**config.mk**
```make
export PLATFORM = sky130hd
export DESIGN_NAME = i2c_word_target
export DESIGN_NICKNAME = d
export VERILOG_FILES = /design/src/rtl/i2c_wt_pkg.sv /design/src/rtl/i2c_wt_sync.sv /design/src/rtl/i2c_wt_link.sv /design/src/rtl/i2c_wt_regs.sv /design/src/rtl/i2c_word_target.sv
export SDC_FILE = /design/constraint.sdc
export NUM_CORES = 2
export LEC_CHECK = 0
export BUFFER_PORTS_ARGS = -buffer_cell sky130_fd_sc_hd__buf_2
export CORE_UTILIZATION = 65
export CTS_BUF_LIST = sky130_fd_sc_hd__clkbuf_4
export CTS_CLUSTER_DIAMETER = 150
export CTS_CLUSTER_SIZE = 20
export DETAILED_ROUTE_END_ITERATION = 7
export PLACE_DENSITY_LB_ADDON = 0.25
export SETUP_SLACK_MARGIN = 0.5
export SYNTH_ARGS = -nofsm -noshare
export SYNTH_HDL_FRONTEND = slang
export SYNTH_HIERARCHICAL = 1
export SYNTH_SLANG_ARGS = --single-unit
```
**constraint.sdc**
```tcl
create_clock -name clk -period 6 [get_ports clk]
set_clock_uncertainty 0.05 [all_clocks]
set_input_delay 0.6 -clock clk [delete_from_list [all_inputs] [get_ports clk]]
set_output_delay 0.6 -clock clk [all_outputs]
set_load 0.03 [all_outputs]
```
**src/rtl/i2c_wt_pkg.sv**
```systemverilog
package i2c_wt_pkg;
  parameter int FILE_BYTES = 64;
  parameter logic [6:0] DEV_ADDR = 7'h50;

  localparam int WORDS  = FILE_BYTES / 4;
  localparam int PTR_W  = $clog2(FILE_BYTES);
  localparam int BPTR_W = PTR_W + 3;
  localparam int WIDX_W = $clog2(WORDS);
  localparam int CPU_AW = WIDX_W + 2;

  localparam logic [CPU_AW-1:0] A_RXPTR = CPU_AW'(2 * WORDS + 0);
  localparam logic [CPU_AW-1:0] A_TXPTR = CPU_AW'(2 * WORDS + 1);
  localparam logic [CPU_AW-1:0] A_IEN   = CPU_AW'(2 * WORDS + 2);
  localparam logic [CPU_AW-1:0] A_ISTAT = CPU_AW'(2 * WORDS + 3);

  typedef enum logic [2:0] {
    LK_IDLE, LK_ADDR, LK_ADDR_ACK, LK_RX, LK_RX_ACK, LK_TX, LK_TX_ACK
  } link_state_t;

  // word holding a byte offset
  function automatic logic [WIDX_W-1:0] word_of(input logic [PTR_W-1:0] b);
    return b[PTR_W-1:2];
  endfunction

  // byte lane inside that word
  function automatic logic [1:0] lane_of(input logic [PTR_W-1:0] b);
    return b[1:0];
  endfunction

  // bit inside a word for a transmit bit pointer, MSB of each byte first
  function automatic logic [4:0] tx_bit_pos(input logic [BPTR_W-1:0] p);
    return {p[4:3], ~p[2:0]};
  endfunction
endpackage

```
**src/rtl/i2c_wt_sync.sv**
```systemverilog
module i2c_wt_sync (
  input  logic clk,
  input  logic rst_n,
  input  logic scl_i,
  input  logic sda_i,
  output logic sda_lvl,
  output logic scl_rise,
  output logic scl_fall,
  output logic start_evt,
  output logic stop_evt
);
  localparam int NL = 2;
  logic [NL-1:0] raw;
  logic [NL-1:0] cur;
  logic [NL-1:0] prv;

  assign raw = {sda_i, scl_i};

  for (genvar g = 0; g < NL; g++) begin : g_line
    logic m1, m2, m3;
    always_ff @(posedge clk or negedge rst_n) begin
      if (!rst_n) begin
        m1 <= 1'b1; m2 <= 1'b1; m3 <= 1'b1;
      end else begin
        m1 <= raw[g]; m2 <= m1; m3 <= m2;
      end
    end
    assign cur[g] = m2;
    assign prv[g] = m3;
  end

  assign sda_lvl   = cur[1];
  assign scl_rise  = cur[0] & ~prv[0];
  assign scl_fall  = ~cur[0] & prv[0];
  assign start_evt = cur[0] & prv[0] & prv[1] & ~cur[1];
  assign stop_evt  = cur[0] & prv[0] & ~prv[1] & cur[1];
endmodule

```
**src/rtl/i2c_wt_link.sv**
```systemverilog
module i2c_wt_link
  import i2c_wt_pkg::*;
(
  input  logic       clk,
  input  logic       rst_n,
  input  logic       scl_rise,
  input  logic       scl_fall,
  input  logic       start_evt,
  input  logic       stop_evt,
  input  logic       sda_lvl,
  input  logic       tx_cur_bit,
  output logic       sda_oe,
  output logic       rx_wr_en,
  output logic [7:0] rx_byte,
  output logic       tx_adv,
  output logic       wr_end,
  output logic       busy
);
  link_state_t st;
  logic [2:0]  cnt;
  logic [6:0]  sh;
  logic        ack_ph, rw, wr_act;
  logic [7:0]  nxt;
  logic        quiet;

  assign nxt     = {sh, sda_lvl};
  assign quiet   = ~start_evt & ~stop_evt;
  assign rx_byte = nxt;
  assign rx_wr_en = quiet & (st == LK_RX) & scl_rise & (cnt == 3'd7);
  assign tx_adv   = quiet & (st == LK_TX) & scl_rise;
  assign wr_end   = wr_act & (start_evt | stop_evt);
  assign busy     = (st != LK_IDLE);

  always_ff @(posedge clk or negedge rst_n) begin
    if (!rst_n) begin
      st <= LK_IDLE; cnt <= '0; sh <= '0; ack_ph <= 1'b0;
      rw <= 1'b0; wr_act <= 1'b0; sda_oe <= 1'b0;
    end else if (stop_evt) begin
      st <= LK_IDLE; sda_oe <= 1'b0; wr_act <= 1'b0;
    end else if (start_evt) begin
      st <= LK_ADDR; cnt <= '0; sda_oe <= 1'b0; wr_act <= 1'b0;
    end else begin
      unique case (st)
        LK_ADDR: if (scl_rise) begin
          sh  <= nxt[6:0];
          cnt <= cnt + 3'd1;
          if (cnt == 3'd7) begin
            if (nxt[7:1] == DEV_ADDR) begin
              st <= LK_ADDR_ACK; ack_ph <= 1'b0;
              rw <= nxt[0]; wr_act <= ~nxt[0];
            end else begin
              st <= LK_IDLE;
            end
          end
        end
        LK_ADDR_ACK, LK_RX_ACK: if (scl_fall) begin
          if (!ack_ph) begin
            sda_oe <= 1'b1; ack_ph <= 1'b1;
          end else begin
            ack_ph <= 1'b0; cnt <= '0;
            if (st == LK_ADDR_ACK && rw) begin
              st <= LK_TX; sda_oe <= ~tx_cur_bit;
            end else begin
              st <= LK_RX; sda_oe <= 1'b0;
            end
          end
        end
        LK_RX: if (scl_rise) begin
          sh  <= nxt[6:0];
          cnt <= cnt + 3'd1;
          if (cnt == 3'd7) begin
            st <= LK_RX_ACK; ack_ph <= 1'b0;
          end
        end
        LK_TX: begin
          if (scl_fall) sda_oe <= ~tx_cur_bit;
          if (scl_rise) begin
            cnt <= cnt + 3'd1;
            if (cnt == 3'd7) st <= LK_TX_ACK;
          end
        end
        LK_TX_ACK: begin
          if (scl_fall) sda_oe <= 1'b0;
          if (scl_rise) begin
            cnt <= '0;
            st  <= sda_lvl ? LK_IDLE : LK_TX;
          end
        end
        default: ;
      endcase
    end
  end
endmodule

```
**src/rtl/i2c_wt_regs.sv**
```systemverilog
module i2c_wt_regs
  import i2c_wt_pkg::*;
(
  input  logic              clk,
  input  logic              rst_n,
  input  logic              cpu_sel,
  input  logic              cpu_we,
  input  logic [CPU_AW-1:0] cpu_addr,
  input  logic [31:0]       cpu_wdata,
  output logic [31:0]       cpu_rdata,
  input  logic              rx_wr_en,
  input  logic [7:0]        rx_byte,
  input  logic              tx_adv,
  input  logic              wr_end,
  output logic              tx_cur_bit,
  output logic              irq,
  output logic [PTR_W-1:0]  rx_ptr,
  output logic [BPTR_W-1:0] tx_ptr,
  output logic              irq_stat
);
  logic [31:0] rx_mem [WORDS];
  logic [31:0] tx_mem [WORDS];
  logic        irq_en;
  logic        cpu_wr;
  logic        is_reg;
  logic [WIDX_W-1:0] idx;

  assign cpu_wr = cpu_sel & cpu_we;
  assign is_reg = cpu_addr[CPU_AW-1];
  assign idx    = cpu_addr[WIDX_W-1:0];

  always_ff @(posedge clk or negedge rst_n) begin
    if (!rst_n) begin
      for (int i = 0; i < WORDS; i++) begin
        rx_mem[i] <= '0;
        tx_mem[i] <= '1;
      end
    end else begin
      if (rx_wr_en)
        rx_mem[word_of(rx_ptr)][8*lane_of(rx_ptr) +: 8] <= rx_byte;
      if (cpu_wr && !is_reg && cpu_addr[CPU_AW-2])
        tx_mem[idx] <= cpu_wdata;
    end
  end

  always_ff @(posedge clk or negedge rst_n) begin
    if (!rst_n) begin
      rx_ptr <= '0; tx_ptr <= '0; irq_en <= 1'b0; irq_stat <= 1'b0;
    end else begin
      if (cpu_wr && cpu_addr == A_RXPTR) rx_ptr <= cpu_wdata[PTR_W-1:0];
      else if (rx_wr_en)                 rx_ptr <= rx_ptr + 1'b1;
      if (cpu_wr && cpu_addr == A_TXPTR) tx_ptr <= cpu_wdata[BPTR_W-1:0];
      else if (tx_adv)                   tx_ptr <= tx_ptr + 1'b1;
      if (cpu_wr && cpu_addr == A_IEN) irq_en <= cpu_wdata[0];
      if (wr_end) irq_stat <= 1'b1;
      else if (cpu_wr && cpu_addr == A_ISTAT && cpu_wdata[0]) irq_stat <= 1'b0;
    end
  end

  assign tx_cur_bit = tx_mem[tx_ptr[BPTR_W-1 -: WIDX_W]][tx_bit_pos(tx_ptr)];
  assign irq        = irq_stat & irq_en;

  always_comb begin
    cpu_rdata = '0;
    if (!is_reg) begin
      cpu_rdata = cpu_addr[CPU_AW-2] ? tx_mem[idx] : rx_mem[idx];
    end else begin
      unique case (cpu_addr[1:0])
        2'd0: cpu_rdata = 32'(rx_ptr);
        2'd1: cpu_rdata = 32'(tx_ptr);
        2'd2: cpu_rdata = {31'b0, irq_en};
        default: cpu_rdata = {31'b0, irq_stat};
      endcase
    end
  end
endmodule

```
**src/rtl/i2c_word_target.sv**
```systemverilog
module i2c_word_target
  import i2c_wt_pkg::*;
(
  input  logic              clk,
  input  logic              rst_n,
  input  logic              scl_i,
  input  logic              sda_i,
  output logic              sda_oe,
  input  logic              cpu_sel,
  input  logic              cpu_we,
  input  logic [CPU_AW-1:0] cpu_addr,
  input  logic [31:0]       cpu_wdata,
  output logic [31:0]       cpu_rdata,
  output logic              irq
);
  logic sda_lvl, scl_rise, scl_fall, start_evt, stop_evt;
  logic tx_cur_bit, rx_wr_en, tx_adv, wr_end, busy, irq_stat;
  logic [7:0]        rx_byte;
  logic [PTR_W-1:0]  rx_ptr;
  logic [BPTR_W-1:0] tx_ptr;

  i2c_wt_sync u_sync (
    .clk(clk), .rst_n(rst_n), .scl_i(scl_i), .sda_i(sda_i),
    .sda_lvl(sda_lvl), .scl_rise(scl_rise), .scl_fall(scl_fall),
    .start_evt(start_evt), .stop_evt(stop_evt)
  );

  i2c_wt_link u_link (
    .clk(clk), .rst_n(rst_n), .scl_rise(scl_rise), .scl_fall(scl_fall),
    .start_evt(start_evt), .stop_evt(stop_evt), .sda_lvl(sda_lvl),
    .tx_cur_bit(tx_cur_bit), .sda_oe(sda_oe), .rx_wr_en(rx_wr_en),
    .rx_byte(rx_byte), .tx_adv(tx_adv), .wr_end(wr_end), .busy(busy)
  );

  i2c_wt_regs u_regs (
    .clk(clk), .rst_n(rst_n), .cpu_sel(cpu_sel), .cpu_we(cpu_we),
    .cpu_addr(cpu_addr), .cpu_wdata(cpu_wdata), .cpu_rdata(cpu_rdata),
    .rx_wr_en(rx_wr_en), .rx_byte(rx_byte), .tx_adv(tx_adv),
    .wr_end(wr_end), .tx_cur_bit(tx_cur_bit), .irq(irq),
    .rx_ptr(rx_ptr), .tx_ptr(tx_ptr), .irq_stat(irq_stat)
  );
endmodule

```
# == Word level (Yosys, flattened, before mapping) ==
# Cells that the tools add are included.
# op_classes
add_sub_neg,4
multipliers,0
n_div,0
n_lt_le_gt_ge,6
n_eq_ne,35
shift,2
muxes,69
bitwise,28
n_reduce_logical,33
# ops
op,n
$bwmux 512,2
$bmux 32 s4,3
$mux 32,10
$demux 32 s4,2
$mux 3,18
$neg 5->34,1
$shift 8x34->32 const A,1
$shiftx 8x34->32,1
$pmux 9 s3,1
$eq 6x6->1 const B,4
$ne 4x1->1 const B,6
$mux 1,23
$ne 4x2->1 const B,5
$mux 9,2
$and 1x1->1,16
$ge 5x5->1 const B,3
$not 4->5,3
$pmux 3 s5,1
$reduce_bool 3->1,5
$eq 3x3->1 const B,4
$mux 6,2
$reduce_and 4->1,3
$reduce_and 6->1,2
$logic_and 1x1->1,10
31 further kinds,49
# totals
reg_bits,1064
latch_bits,0
mem_bits_rw,0
mem_bits_ro,0
memories,0

# == Longest topological paths before layout ==
# logic_depth
depth_word,13
depth_mapped,14
ltp_nobuf,9

# == Cells and area by module ==
# Netlist, hierarchy kept.
# by_module_without_submodules
mod,instances,cells_per_inst,area_each_um2,seq_area_each_um2
i2c_wt_regs,1,3853,51334.2,26690.6
i2c_wt_link,1,105,1031.0,425.4
i2c_wt_sync,1,10,190.2,157.7

# == Worst setup path after synthesis ==
# No wires, ideal clock.
# synth_timing
path_type,input-to-output
start,in cpu_addr[0]
end,out cpu_rdata[12]
t_arrival_ns,2.762
required_time_ns,5.350
path_slack_ns,2.588
cell_stages,7
path_buffers,3
cell_sequence,buf_2 > buf_2 > buf_1 > mux4_2 > mux4_2 > mux2i_1 > nor2_1
# synth_via
elab_chain_cells,6
word_cells_on_any_way,9
cone_classes,mux: 8; bitwise: 1
# synth_rtl
item,line,source
"start, declared",i2c_word_target.sv:11,"input logic [CPU_AW-1:0] cpu_addr,"
$not 4->5 (not written as such) *,i2c_wt_regs.sv:66,cpu_rdata = cpu_addr[CPU_AW-2] ? tx_mem[idx] : rx_mem[idx];
$bmux 32 s4,i2c_wt_regs.sv:66,
$mux 32 (not written as such) (2 in series),i2c_wt_regs.sv:66,
$mux 32 *,i2c_wt_regs.sv:66,
$mux 32 *,i2c_wt_regs.sv:65,if (!is_reg) begin
"end, declared",i2c_word_target.sv:13,"output logic [31:0] cpu_rdata,"
# Every way passes the cells marked *; elsewhere a longest branch is shown, timed or not. The select of a mux whose other input is x is not followed.

# == Worst setup path after layout ==
# layout_timing
start,reg u_regs.tx_ptr[5]
end,reg u_link.sda_oe
# layout_via
elab_chain_cells,13
word_cells_on_any_way,14
cone_classes,mux: 12; bitwise: 2
# layout_rtl
item,line,source
"start, declared",i2c_wt_regs.sv:18,"output logic [BPTR_W-1:0] tx_ptr,"
"start signal, assigned",i2c_wt_regs.sv:52,if (cpu_wr && cpu_addr == A_TXPTR) tx_ptr <= cpu_wdata[BPTR_W-1:0];
"start signal, assigned",i2c_wt_regs.sv:53,else if (tx_adv) tx_ptr <= tx_ptr + 1'b1;
$not 4->5 (not written as such) *,i2c_wt_regs.sv:60,assign tx_cur_bit = tx_mem[tx_ptr[BPTR_W-1 -: WIDX_W]][tx_bit_pos(tx_ptr)];
$bmux 32 s4 *,i2c_wt_regs.sv:60,
$mux 32 (not written as such) * (2 in series),i2c_wt_regs.sv:60,
$bmux 1 s5 *,i2c_wt_regs.sv:60,
$mux 1 (not written as such) *,i2c_wt_regs.sv:60,
via tx_cur_bit,i2c_word_target.sv:17,"logic tx_cur_bit, rx_wr_en, tx_adv, wr_end, busy, irq_stat;"
$not 1->1 *,"i2c_wt_link.sv:62, i2c_wt_link.sv:76",
$mux 1,i2c_wt_link.sv:61,if (st == LK_ADDR_ACK && rw) begin
$mux 1,i2c_wt_link.sv:57,if (!ack_ph) begin
$mux 1,i2c_wt_link.sv:56,"LK_ADDR_ACK, LK_RX_ACK: if (scl_fall) begin"
$pmux 1 s3 *,i2c_wt_link.sv:43,unique case (st)
$mux 1 *,i2c_wt_link.sv:40,end else if (start_evt) begin
$mux 1 *,i2c_wt_link.sv:38,end else if (stop_evt) begin
"end signal, assigned",i2c_wt_link.sv:76,if (scl_fall) sda_oe <= ~tx_cur_bit;
"end, declared",i2c_wt_link.sv:12,"output logic sda_oe,"
# The timed path passes the listed nets; every way through them passes the cells marked *. The select of a mux whose other input is x is not followed.
# A chain may end at the register's enable or synchronous reset.

==> impl_metrics.csv <==
group,metric,value,unit
timing,slew_headroom,0.03155,
layout,nFillCells,5617,
global_routing,grt_usage,0.3364,
setup_path,cp_data_arrival_time,5300,ps
route,wire_per_inst,27.15,um
power_and_ir_drop,p_sw,3.579,mW
die,die_area,81990,sq um
cts,h-tree-depth,2,
setup_path,worstSetupEndpointType,"register",
die,initial_core_util,0.6609,
power_and_ir_drop,pwr-share-seq,0.629,
route,drtIter0Drc,3430,
route,drcViolationCount,0,
yosys,yosysWarnings,6,
layout,final_nets,3921,
yosys,syn_inst,3967,
power_and_ir_drop,combinationalPowerShare,0.150,
yosys,syn_area,52550,sq um
route,routed_wl,134500,um
place,dp_hpwl,84930,um
timing,max_freq,0.2271,GHz
yosys,syn-num-nets,4020,
place,portBuffers,77,
setup_path,cpMaxStageDelayCell,"dfrtp_4",
layout,syn2layout_area_growth,4.040,%
setup_path,crit_path_cell_trace,"buf_4 > mux4_2 > o31ai_1 > a21oi_1 > o41ai_2 > a2bb2oi_1 > nand4_1 > a22o_1 > a2111oi_0",
run,max_cap_viol_count,0,
hold_path,hold_class,"in2reg",
route,ant_nets,0,
setup_path,path_class,"reg2reg",
cts,clkSinkCount,1064,
global_routing,grt-ovfl-total,0,
power_and_ir_drop,p_clk_frac,0.221,
route,vias,33580,
route,viasPerCell,6.778,
global_routing,grt_start_max_net_pins,126,
setup_path,path_max_fanout,36,
cts,cts_root_buffer,"clkbuf_4",
die,die_h,286.3,um
timing,min_period,4403,ps
power_and_ir_drop,power.internal,9.291,mW
yosys,syn-mean-instance-area,13.25,sq um
layout,layout_common_cells,"nand2_1 (658), dfrtp_1 (542), o21ai_0 (539)",
layout,post_route_cells_drive_above_1_share,0.4296,
setup_path,crit_path_start_kind,"register",
cts,clk_latency,1050,ps
timing,hold_viol,0,
timing,finalSetupViolCount,0,
power_and_ir_drop,sw_frac_of_total,0.2781,
power_and_ir_drop,powerDensity,235.4,nW/um^2
die,die_w,286.3,um
outcome,status,"finished clean",
route,first_pass_iters,5,
global_routing,grt_pass1_vias,33640,
timing,rsz0062_at_grt,"no",
cts,path_clk_slew,230,ps
setup_path,required,6900,ps
global_routing,antenna_found_initial,6,
die,core_area,79520,sq um
cts,numCtsBuffers,59,
global_routing,grt_pass1_wl,207400,um
die,ios,78,
cts,cts_tree,"done",
setup_path,max_stage_delay,920,ps
place,gp_congestion,0.8625,
power_and_ir_drop,worst_ir_drop_vdd,0.1884,mV
power_and_ir_drop,report.power.total,12.87,mW
timing,worstMarginPinSlew,1445,ps
die,fp-row-count,103,
cts,cts_buffer_depth,3,
timing,finalCritPeriodShare,0.7338,
layout,layout_commonest_cell,"nand2_1",
timing,final.setup.tns,0,ps
power_and_ir_drop,power_leakage,22.55,nW
setup_path,worst-path-buf-inv,1,
setup_path,cp_top_family,"compound AO/OA/AOI/OAI gates",
timing,drv_slew,0,
stage by stage:
stage	util	setup slack [ps]	area (sq um)	instances	hold slack (ps)
after floorplan	-	2588	52550	3967	254.4
after global placement	0.6741	1733	53600	4822	297.8
after detailed placement	0.6741	1637	53600	4822	298.1
after CTS	0.6875	1657	54670	4951	78.76
after global routing	0.6875	1334	54670	4952	120.6
final	0.6876	1597	54670	4954	152.9
final timing paths:
path / startpoint / endpoint / slack, ps / cells past startpoint
worst max-delay path: u_regs/tx_ptr[5] / u_link/sda_oe / 1600 / 9
worst min-delay path: scl_i / u_sync/g_line[0].m1 / 150 / 2
worst max register to register: u_regs/tx_ptr[5] / u_link/sda_oe / 1600 / 9
worst min register to register: u_sync/g_line[1].m1 / u_sync/sda_lvl / 320 / 0
max in group asynchronous: rst_n / u_regs/rx_mem[370] / 4390 / 3
min in group asynchronous: rst_n / u_link/st[0] / 170 / 2
registers in the layout, indices dropped and copies added (netlist names):
name	count
u_link/cnt	3
u_regs/irq_en	1
u_link/ack_ph	1
u_link/sh	7
u_regs/rx_ptr	6
u_sync/g_line.m1	2
u_link/rw	1
u_regs/irq_stat	1
u_link/st	3
u_regs/tx_mem	512
u_sync/sda_lvl	1
u_sync/g_line.m2	1
u_regs/rx_mem	512
u_link/sda_oe	1
u_regs/tx_ptr	9
u_link/wr_act	1
u_sync/g_line.m3	2
routing by layer:
layer | vias up | GRT usage | wire length, um | part of all wire
met5 | - | 0 | 69 | 0.00051
met2 | 1373 | 0.5324 | 64370 | 0.48
met3 | 275 | 0.06510 | 11660 | 0.087
li1 | 14320 | - | - | -
met1 | 17600 | 0.4817 | 54380 | 0.40
met4 | 10 | 0.09773 | 4030 | 0.030
cell type report:
type	count	area (sq um)	area share
tap	1050	1314	0.02403
antenna	3	7.507	0.0001373
clock inverter	3	32.53	0.0005950
clock buffer	91	683.2	0.01249
multi-input combinational	2561	23900	0.4371
inverter	8	30.03	0.0005492
sequential	1064	27280	0.4990
timing repair buffer	174	1428	0.02611
power by group through the flow:
stage | clock network [mW] | registers [mW] | logic, mW
CTS | 2.92 | 8.08 | 1.92
floorplan | 0 | 8.00 | 1.37
finish | 2.85 | 8.09 | 1.93
global route | 3.16 | 8.14 | 2.05
global placement | 0 | 8.18 | 1.86
detailed placement | 0 | 8.20 | 1.89
what timing repair did:
action | 4_1_cts | 5_1_grt
endpoints found under the setup margin | 0 | 0
setup buffers | 0 | 0
hold buffers | 35 | 0
gates resized for setup | 0 | 0
hold endpoints to repair | 548 | 0
(Power assumes the default switching activity.)
